File: src/rtl/ddr_trk_pkg.sv
package ddr_trk_pkg;
  typedef enum logic [2:0] {
    CMD_NOP  = 3'd0,
    CMD_ACT  = 3'd1,
    CMD_RD   = 3'd2,
    CMD_WR   = 3'd3,
    CMD_PRE  = 3'd4,
    CMD_REF  = 3'd5,
    CMD_MRS  = 3'd6,
    CMD_BST  = 3'd7
  } cmd_e;
endpackage

File: src/rtl/ddr_cmd_decode.sv
module ddr_cmd_decode
  import ddr_trk_pkg::*;
(
  input  logic cs_n,
  input  logic ras_n,
  input  logic cas_n,
  input  logic we_n,
  output cmd_e cmd
);
  always_comb begin
    cmd = CMD_NOP;
    if (!cs_n) begin
      unique case ({ras_n, cas_n, we_n})
        3'b011:  cmd = CMD_ACT;
        3'b101:  cmd = CMD_RD;
        3'b100:  cmd = CMD_WR;
        3'b010:  cmd = CMD_PRE;
        3'b001:  cmd = CMD_REF;
        3'b000:  cmd = CMD_MRS;
        3'b110:  cmd = CMD_BST;
        default: cmd = CMD_NOP;
      endcase
    end
  end
endmodule

File: src/rtl/ddr_burst_cfg.sv
module ddr_burst_cfg #(
  parameter int LEN_W = 4
) (
  input  logic             clk,
  input  logic             rst,
  input  logic             load,
  input  logic [2:0]       code,
  output logic [LEN_W-1:0] burst_len
);
  always_ff @(posedge clk) begin
    if (rst) begin
      burst_len <= LEN_W'(4);
    end else if (load) begin
      case (code)
        3'b001:  burst_len <= LEN_W'(2);
        3'b010:  burst_len <= LEN_W'(4);
        3'b011:  burst_len <= LEN_W'(8);
        default: burst_len <= burst_len;
      endcase
    end
  end
endmodule

File: src/rtl/ddr_bank_slot.sv
module ddr_bank_slot #(
  parameter int ROW_W = 13,
  parameter int CNT_W = 3
) (
  input  logic             clk,
  input  logic             rst,
  input  logic             close_en,
  input  logic             act_en,
  input  logic [ROW_W-1:0] act_row,
  input  logic             ap_set,
  input  logic [CNT_W-1:0] ap_cycles,
  output logic             is_open,
  output logic             ap_pend,
  output logic [ROW_W-1:0] row
);
  logic [CNT_W-1:0] cnt;

  always_ff @(posedge clk) begin
    if (rst) begin
      is_open <= 1'b0;
      ap_pend <= 1'b0;
      cnt     <= '0;
      row     <= '0;
    end else if (close_en) begin
      is_open <= 1'b0;
      ap_pend <= 1'b0;
    end else if (act_en) begin
      is_open <= 1'b1;
      row     <= act_row;
    end else if (ap_set) begin
      ap_pend <= 1'b1;
      cnt     <= ap_cycles;
    end else if (ap_pend) begin
      if (cnt <= CNT_W'(1)) begin
        is_open <= 1'b0;
        ap_pend <= 1'b0;
      end else begin
        cnt <= cnt - CNT_W'(1);
      end
    end
  end
endmodule

File: src/rtl/ddr_bank_tracker.sv
module ddr_bank_tracker
  import ddr_trk_pkg::*;
#(
  parameter int BA_W   = 2,
  parameter int ROW_W  = 13,
  parameter int COL_W  = 10,
  parameter int AP_BIT = 10,
  parameter int LEN_W  = 4
) (
  input  logic                   clk,
  input  logic                   rst,
  input  logic                   cs_n,
  input  logic                   ras_n,
  input  logic                   cas_n,
  input  logic                   we_n,
  input  logic [BA_W-1:0]        ba,
  input  logic [ROW_W-1:0]       addr,
  output logic [2:0]             o_cmd,
  output logic [BA_W-1:0]        o_bank,
  output logic [COL_W-1:0]       o_col,
  output logic [ROW_W-1:0]       o_row,
  output logic                   o_ap,
  output logic                   o_err,
  output logic [(1<<BA_W)-1:0]   o_bank_open,
  output logic [(1<<BA_W)-1:0]   o_ap_pend,
  output logic [LEN_W-1:0]       o_burst_len
);
  localparam int NB    = 1 << BA_W;
  localparam int CNT_W = LEN_W - 1;

  cmd_e             cmd;
  logic [NB-1:0]    open_vec;
  logic [NB-1:0]    pend_vec;
  logic [ROW_W-1:0] row_vec [NB];
  logic [NB-1:0]    close_en, act_en, ap_set;
  logic             is_rw, any_open, sel_open, sel_pend;
  logic             rw_ok, err_now, mrs_load;
  logic [LEN_W-1:0] burst_len;

  ddr_cmd_decode u_dec (
    .cs_n (cs_n), .ras_n (ras_n), .cas_n (cas_n), .we_n (we_n), .cmd (cmd)
  );

  ddr_burst_cfg #(.LEN_W(LEN_W)) u_cfg (
    .clk (clk), .rst (rst), .load (mrs_load), .code (addr[2:0]),
    .burst_len (burst_len)
  );

  assign is_rw    = (cmd == CMD_RD) || (cmd == CMD_WR);
  assign any_open = |open_vec;
  assign sel_open = open_vec[ba];
  assign sel_pend = pend_vec[ba];
  assign rw_ok    = is_rw && sel_open && !sel_pend;
  assign mrs_load = (cmd == CMD_MRS) && !any_open && (ba == '0);

  always_comb begin
    err_now = 1'b0;
    unique case (cmd)
      CMD_ACT:          err_now = sel_open;
      CMD_RD, CMD_WR:   err_now = !sel_open || sel_pend;
      CMD_REF, CMD_MRS: err_now = any_open;
      default:          err_now = 1'b0;
    endcase
  end

  for (genvar i = 0; i < NB; i++) begin : g_bank
    assign close_en[i] = (cmd == CMD_PRE) && (addr[AP_BIT] || (ba == BA_W'(i)));
    assign act_en[i]   = (cmd == CMD_ACT) && !open_vec[i] && (ba == BA_W'(i));
    assign ap_set[i]   = rw_ok && addr[AP_BIT] && (ba == BA_W'(i));

    ddr_bank_slot #(.ROW_W(ROW_W), .CNT_W(CNT_W)) u_slot (
      .clk       (clk),
      .rst       (rst),
      .close_en  (close_en[i]),
      .act_en    (act_en[i]),
      .act_row   (addr),
      .ap_set    (ap_set[i]),
      .ap_cycles (burst_len[LEN_W-1:1]),
      .is_open   (open_vec[i]),
      .ap_pend   (pend_vec[i]),
      .row       (row_vec[i])
    );
  end

  always_ff @(posedge clk) begin
    if (rst) begin
      o_cmd  <= CMD_NOP;
      o_bank <= '0;
      o_col  <= '0;
      o_row  <= '0;
      o_ap   <= 1'b0;
      o_err  <= 1'b0;
    end else begin
      o_cmd  <= cmd;
      o_bank <= cs_n ? '0 : ba;
      o_col  <= is_rw ? addr[COL_W-1:0] : '0;
      o_ap   <= is_rw && addr[AP_BIT];
      o_row  <= (cmd == CMD_ACT) ? addr : (is_rw ? row_vec[ba] : '0);
      o_err  <= err_now;
    end
  end

  assign o_bank_open = open_vec;
  assign o_ap_pend   = pend_vec;
  assign o_burst_len = burst_len;
endmodule

File: config.mk
export PLATFORM = sky130hd
export DESIGN_NAME = ddr_bank_tracker
export DESIGN_NICKNAME = d
export VERILOG_FILES = /design/src/rtl/ddr_trk_pkg.sv /design/src/rtl/ddr_cmd_decode.sv /design/src/rtl/ddr_burst_cfg.sv /design/src/rtl/ddr_bank_slot.sv /design/src/rtl/ddr_bank_tracker.sv
export SDC_FILE = /design/constraint.sdc
export NUM_CORES = 1
export LEC_CHECK = 0
export ABC_AREA = 1
export BUFFER_PORTS_ARGS = -buffer_cell sky130_fd_sc_hd__buf_4
export CAP_MARGIN = 20
export CORE_MARGIN = 1.5
export CORE_UTILIZATION = 35
export CTS_BUF_LIST = sky130_fd_sc_hd__clkbuf_2 sky130_fd_sc_hd__clkbuf_4 sky130_fd_sc_hd__clkbuf_8
export CTS_CLUSTER_DIAMETER = 50
export CTS_CLUSTER_SIZE = 8
export DETAILED_ROUTE_END_ITERATION = 8
export MAX_ROUTING_LAYER = met4
export PLACE_DENSITY = 0.64
export REMOVE_ABC_BUFFERS = 1
export SLEW_MARGIN = 40
export SYNTH_ARGS = -nofsm -noshare
export SYNTH_HDL_FRONTEND = slang
export SYNTH_SLANG_ARGS = --single-unit
File: constraint.sdc
create_clock -name clk -period 1.93 [get_ports clk]
set_clock_uncertainty 0.15 [all_clocks]
set_input_delay 0.0965 -clock clk [delete_from_list [all_inputs] [get_ports clk]]
set_output_delay 0.0965 -clock clk [all_outputs]
set_load 0.05 [all_outputs]
==> results.md <==
- I/O Buffers: 61
- Site row count: 41
- CP most frequent cell: buf_4
- Bufs on Longest Clock Path: 2
- DP Wirelength: 8870 µm
- Post-Syn Instances: 620
- Initial antenna violation count: 0
- R2R Path Start: g_bank[0].u_slot.is_open$_SDFFE_PP0P_
- Grt ovf: 0
- Simple-Gate Fraction of Synth Area: 0.232
- R2R cell count: 9
- CP Cell Sequence: dlygate4sd3_1, buf_4, nor2_2, nand2_2, nor2_4, buf_4, buf_4, nand4_1, nand2_1, nor2_1, nor2_1
- Synthesized flop and latch total: 105
- Worst path max stage delay: 0.54 ns
- Arr. time, crit path: 2.02 ns
- Psw: 1.06 mW
- Most frequent cells in the layout: 105 x dfxtp_1, 104 x nor2_1, 82 x buf_4, 79 x nand2_1, 64 x o21ai_0
- Initial Util: 0.364
- F_max: 0.544 GHz
- Post-placement cell area: 5260 µm²
- Worst setup EP type: flop
- Largest net degree at the start of global routing: 29
- First-pass detailed-route iteration total: 5
- Setup TNS: 0 ns
- Final setup fails: 0
- Mapped cell area: 4650 µm²
- Int Power: 2.97 mW
- R2R Path End: g_bank[2].u_slot.cnt[0]$_SDFFE_PP0P_
- Ys Warns: 0
- Final worst path period need: 1.84 ns
- Cell variety after synth: 33
- Comb pwr share: 0.103
- Compound-gate portion of the synthesized area: 0.194
- Reg power frac: 0.547
- Crit. Startpoint: cas_n
- Clk root buf: clkbuf_8
- RSZ-0062 raised after global routing: true
- R2R Setup Slk: 0.18 ns
- Slowest CP cell: dlygate4sd3_1
- Lkg Pwr: 2.53 nW
- Clock sink count: 105
- H-tree levels: 3
- Via Count: 4346
- Pins Over Slew Limit: 0
- IO Count: 63
- CP max FO: 8
- Crit Path Category: input pin to flop
- Gr usage total: 0.186
- CTS tree: done
- Die width: 118 µm
- Vias in the first global route: 4090
- Die H: 118 µm
- Critical path's top delay family: buffers and inverters
- Diode count: 0
- Post-synthesis mux area share: 0
- DR WL/cell: 14.3 µm
- Vias/cell: 4.97
- Layout cells sized above 1: 0.182
- Sw Share: 0.263
- Layout area overhead: 23.4%
- Crit path launch type: input pin
- Routed WL: 12500 µm
- Gpl congestion: 0.881
- Critical Path End: g_bank[2].u_slot.cnt[0]$_SDFFE_PP0P_
- Adder-Cell Fraction of Synth Area: 0.0188
- Initial DRC count: 401
- HP Class: flop to flop
- Clock share of power: 0.350
- Post-synthesis xor/xnor area fraction: 0.00753
- Crit path buf inv count: 4
- CTS clk-pin slew, worst paths: 0.10 ns
- Final Hold Fails: 0
- Pwr/cell area: 703 nW/µm²
- Commonest non-fill, non-tap cell in the layout: dfxtp_1
- Largest family of logic cells by synthesized area: simple AND/OR/NAND/NOR gates
- Post-synthesis sequential area ratio: 0.452
- Core Region: 12800 µm²
- Final period util: 0.952
- Post-route design area: 5740 µm²
- First-pass GRT wire length: 20200 µm
- Num CTS Buffers: 9
- Status: complete, no violations
- Die Area: 14000 µm²
- Max-Cap Viols: 0
- Clk_lat worst skew: 0.38 ns
- NumNets Final: 725
- DRC viols: 0
- DRT antenna net count: 0
- Avg Cell Area, Syn: 7.50 µm²
- VDD IR max: 323 µV
- Critical path depth: 11
- CP Data Required Time: 2.11 ns
==> routing by layer <==
metal / track usage / vias up / wire (µm)
met2: 0.298 / 144 / 5930
met4: 0.0640 / 0 / 223
met3: 0.0367 / 24 / 803
li1: - / 2185 / -
met1: 0.233 / 1993 / 5560
met5: - / - / 0
==> flip-flops by register name, indices dropped and copies added, names as in the netlist <==
signal,flops
u_cfg.burst_len,3
g_bank.u_slot.ap_pend,4
o_cmd,3
o_col,10
o_err,1
o_bank,2
g_bank.u_slot.is_open,4
o_ap,1
g_bank.u_slot.row,52
g_bank.u_slot.cnt,12
o_row,13
==> area by class of cell <==
class                   instances  area [µm²]
fillers                      1270        7030
well taps                     172         215
multi-input cells             414        2150
clock inverters                 6        67.6
repair buffers                103         826
clock buffers                  10         138
inverters                      64         243
flip-flops and latches        105        2100
==> per-stage QoR <==
step | setup WS, ns | utilization | hold slack, ns | cells | power, mW
floorplan | -0.293 | - | 0.0156 | 583 | 2.46
finish | 0.0934 | 0.449 | 0.309 | 874 | 4.03
detailed placement | 0.195 | 0.412 | 0.219 | 835 | 2.62
CTS | 0.0570 | 0.445 | 0.309 | 873 | 4.06
global placement | 0.262 | 0.412 | 0.217 | 835 | 2.62
global route | -0.0101 | 0.449 | 0.337 | 874 | 4.19
==> how the worst min path moves through the flow <==
| stage | depth (start not counted) | slack (ns) | to | startpoint |
|---|---|---|---|---|
| 2_1_floorplan | 1 | 0.02 | u_cfg.burst_len[3]$_SDFFE_PP0P_ | rst |
| 3_3_place_gp | 3 | 0.22 | g_bank[2].u_slot.row[7]$_SDFFE_PP0P_ | addr[7] |
| 3_5_place_dp | 3 | 0.22 | g_bank[2].u_slot.row[7]$_SDFFE_PP0P_ | addr[7] |
| 4_1_cts | 2 | 0.31 | g_bank[0].u_slot.row[1]$_SDFFE_PP0P_ | g_bank[0].u_slot.row[1]$_SDFFE_PP0P_ |
| 5_1_grt | 2 | 0.34 | g_bank[1].u_slot.row[4]$_SDFFE_PP0P_ | g_bank[1].u_slot.row[4]$_SDFFE_PP0P_ |
| 6_report | 2 | 0.31 | g_bank[0].u_slot.row[1]$_SDFFE_PP0P_ | g_bank[0].u_slot.row[1]$_SDFFE_PP0P_ |
==> power by group through the flow <==
stage	registers [mW]	clock network (mW)	logic, mW
CTS	2.21	1.45	0.404
finish	2.21	1.41	0.413
detailed placement	2.26	0	0.367
floorplan	2.30	0	0.159
global route	2.21	1.53	0.447
global placement	2.26	0	0.360
==> Yosys cell counts, drive strengths merged <==
library cell  number  area [µm²]
o21a               1        7.51
o2111ai            1        8.76
xor2               4        35.0
conb               1        3.75
nor2             113         467
dfxtp            105        2100
a21oi             60         300
inv               63         236
nand3             12        65.1
nand2             91         382
o21ai             68         340
nor3               4        20.0
buf               25         159
o21bai             4        30.0
clkbuf            12        45.0
a221oi             3        26.3
o22ai              6        37.5
or2                1        6.26
nand4             18         138
a22oi             20         150
ha                 7        87.6
clkinv             1        3.75
==> cells by family after synthesis <==
logic type | count (synthesis)
buf+inv | 101
fa+ha+maj | 7
xor+xnor | 4
flops | 105
other cells | 1
simple gates | 239
compound gates | 163
==> worst register-to-register path, cell delays in order, from the launching register on <==
cell and delay, ns:
dfxtp_1 0.42, inv_1 0.14, nand2_1 0.10, nand2_1 0.08, nor2_4 0.21, nand4_2 0.19, nand2_2 0.14, nand2_4 0.07
nor2_1 0.12, nor2_1 0.05
==> repair_timing <==
item | 4_1_cts | 5_1_grt
setup endpoints to repair | 0 | 22
resized for setup | 0 | 8
hold buffers | 22 | 0
endpoints found under the hold margin | 84 | 0
buffers inserted | 0 | 2
Power figures use the tool's default switching activity.
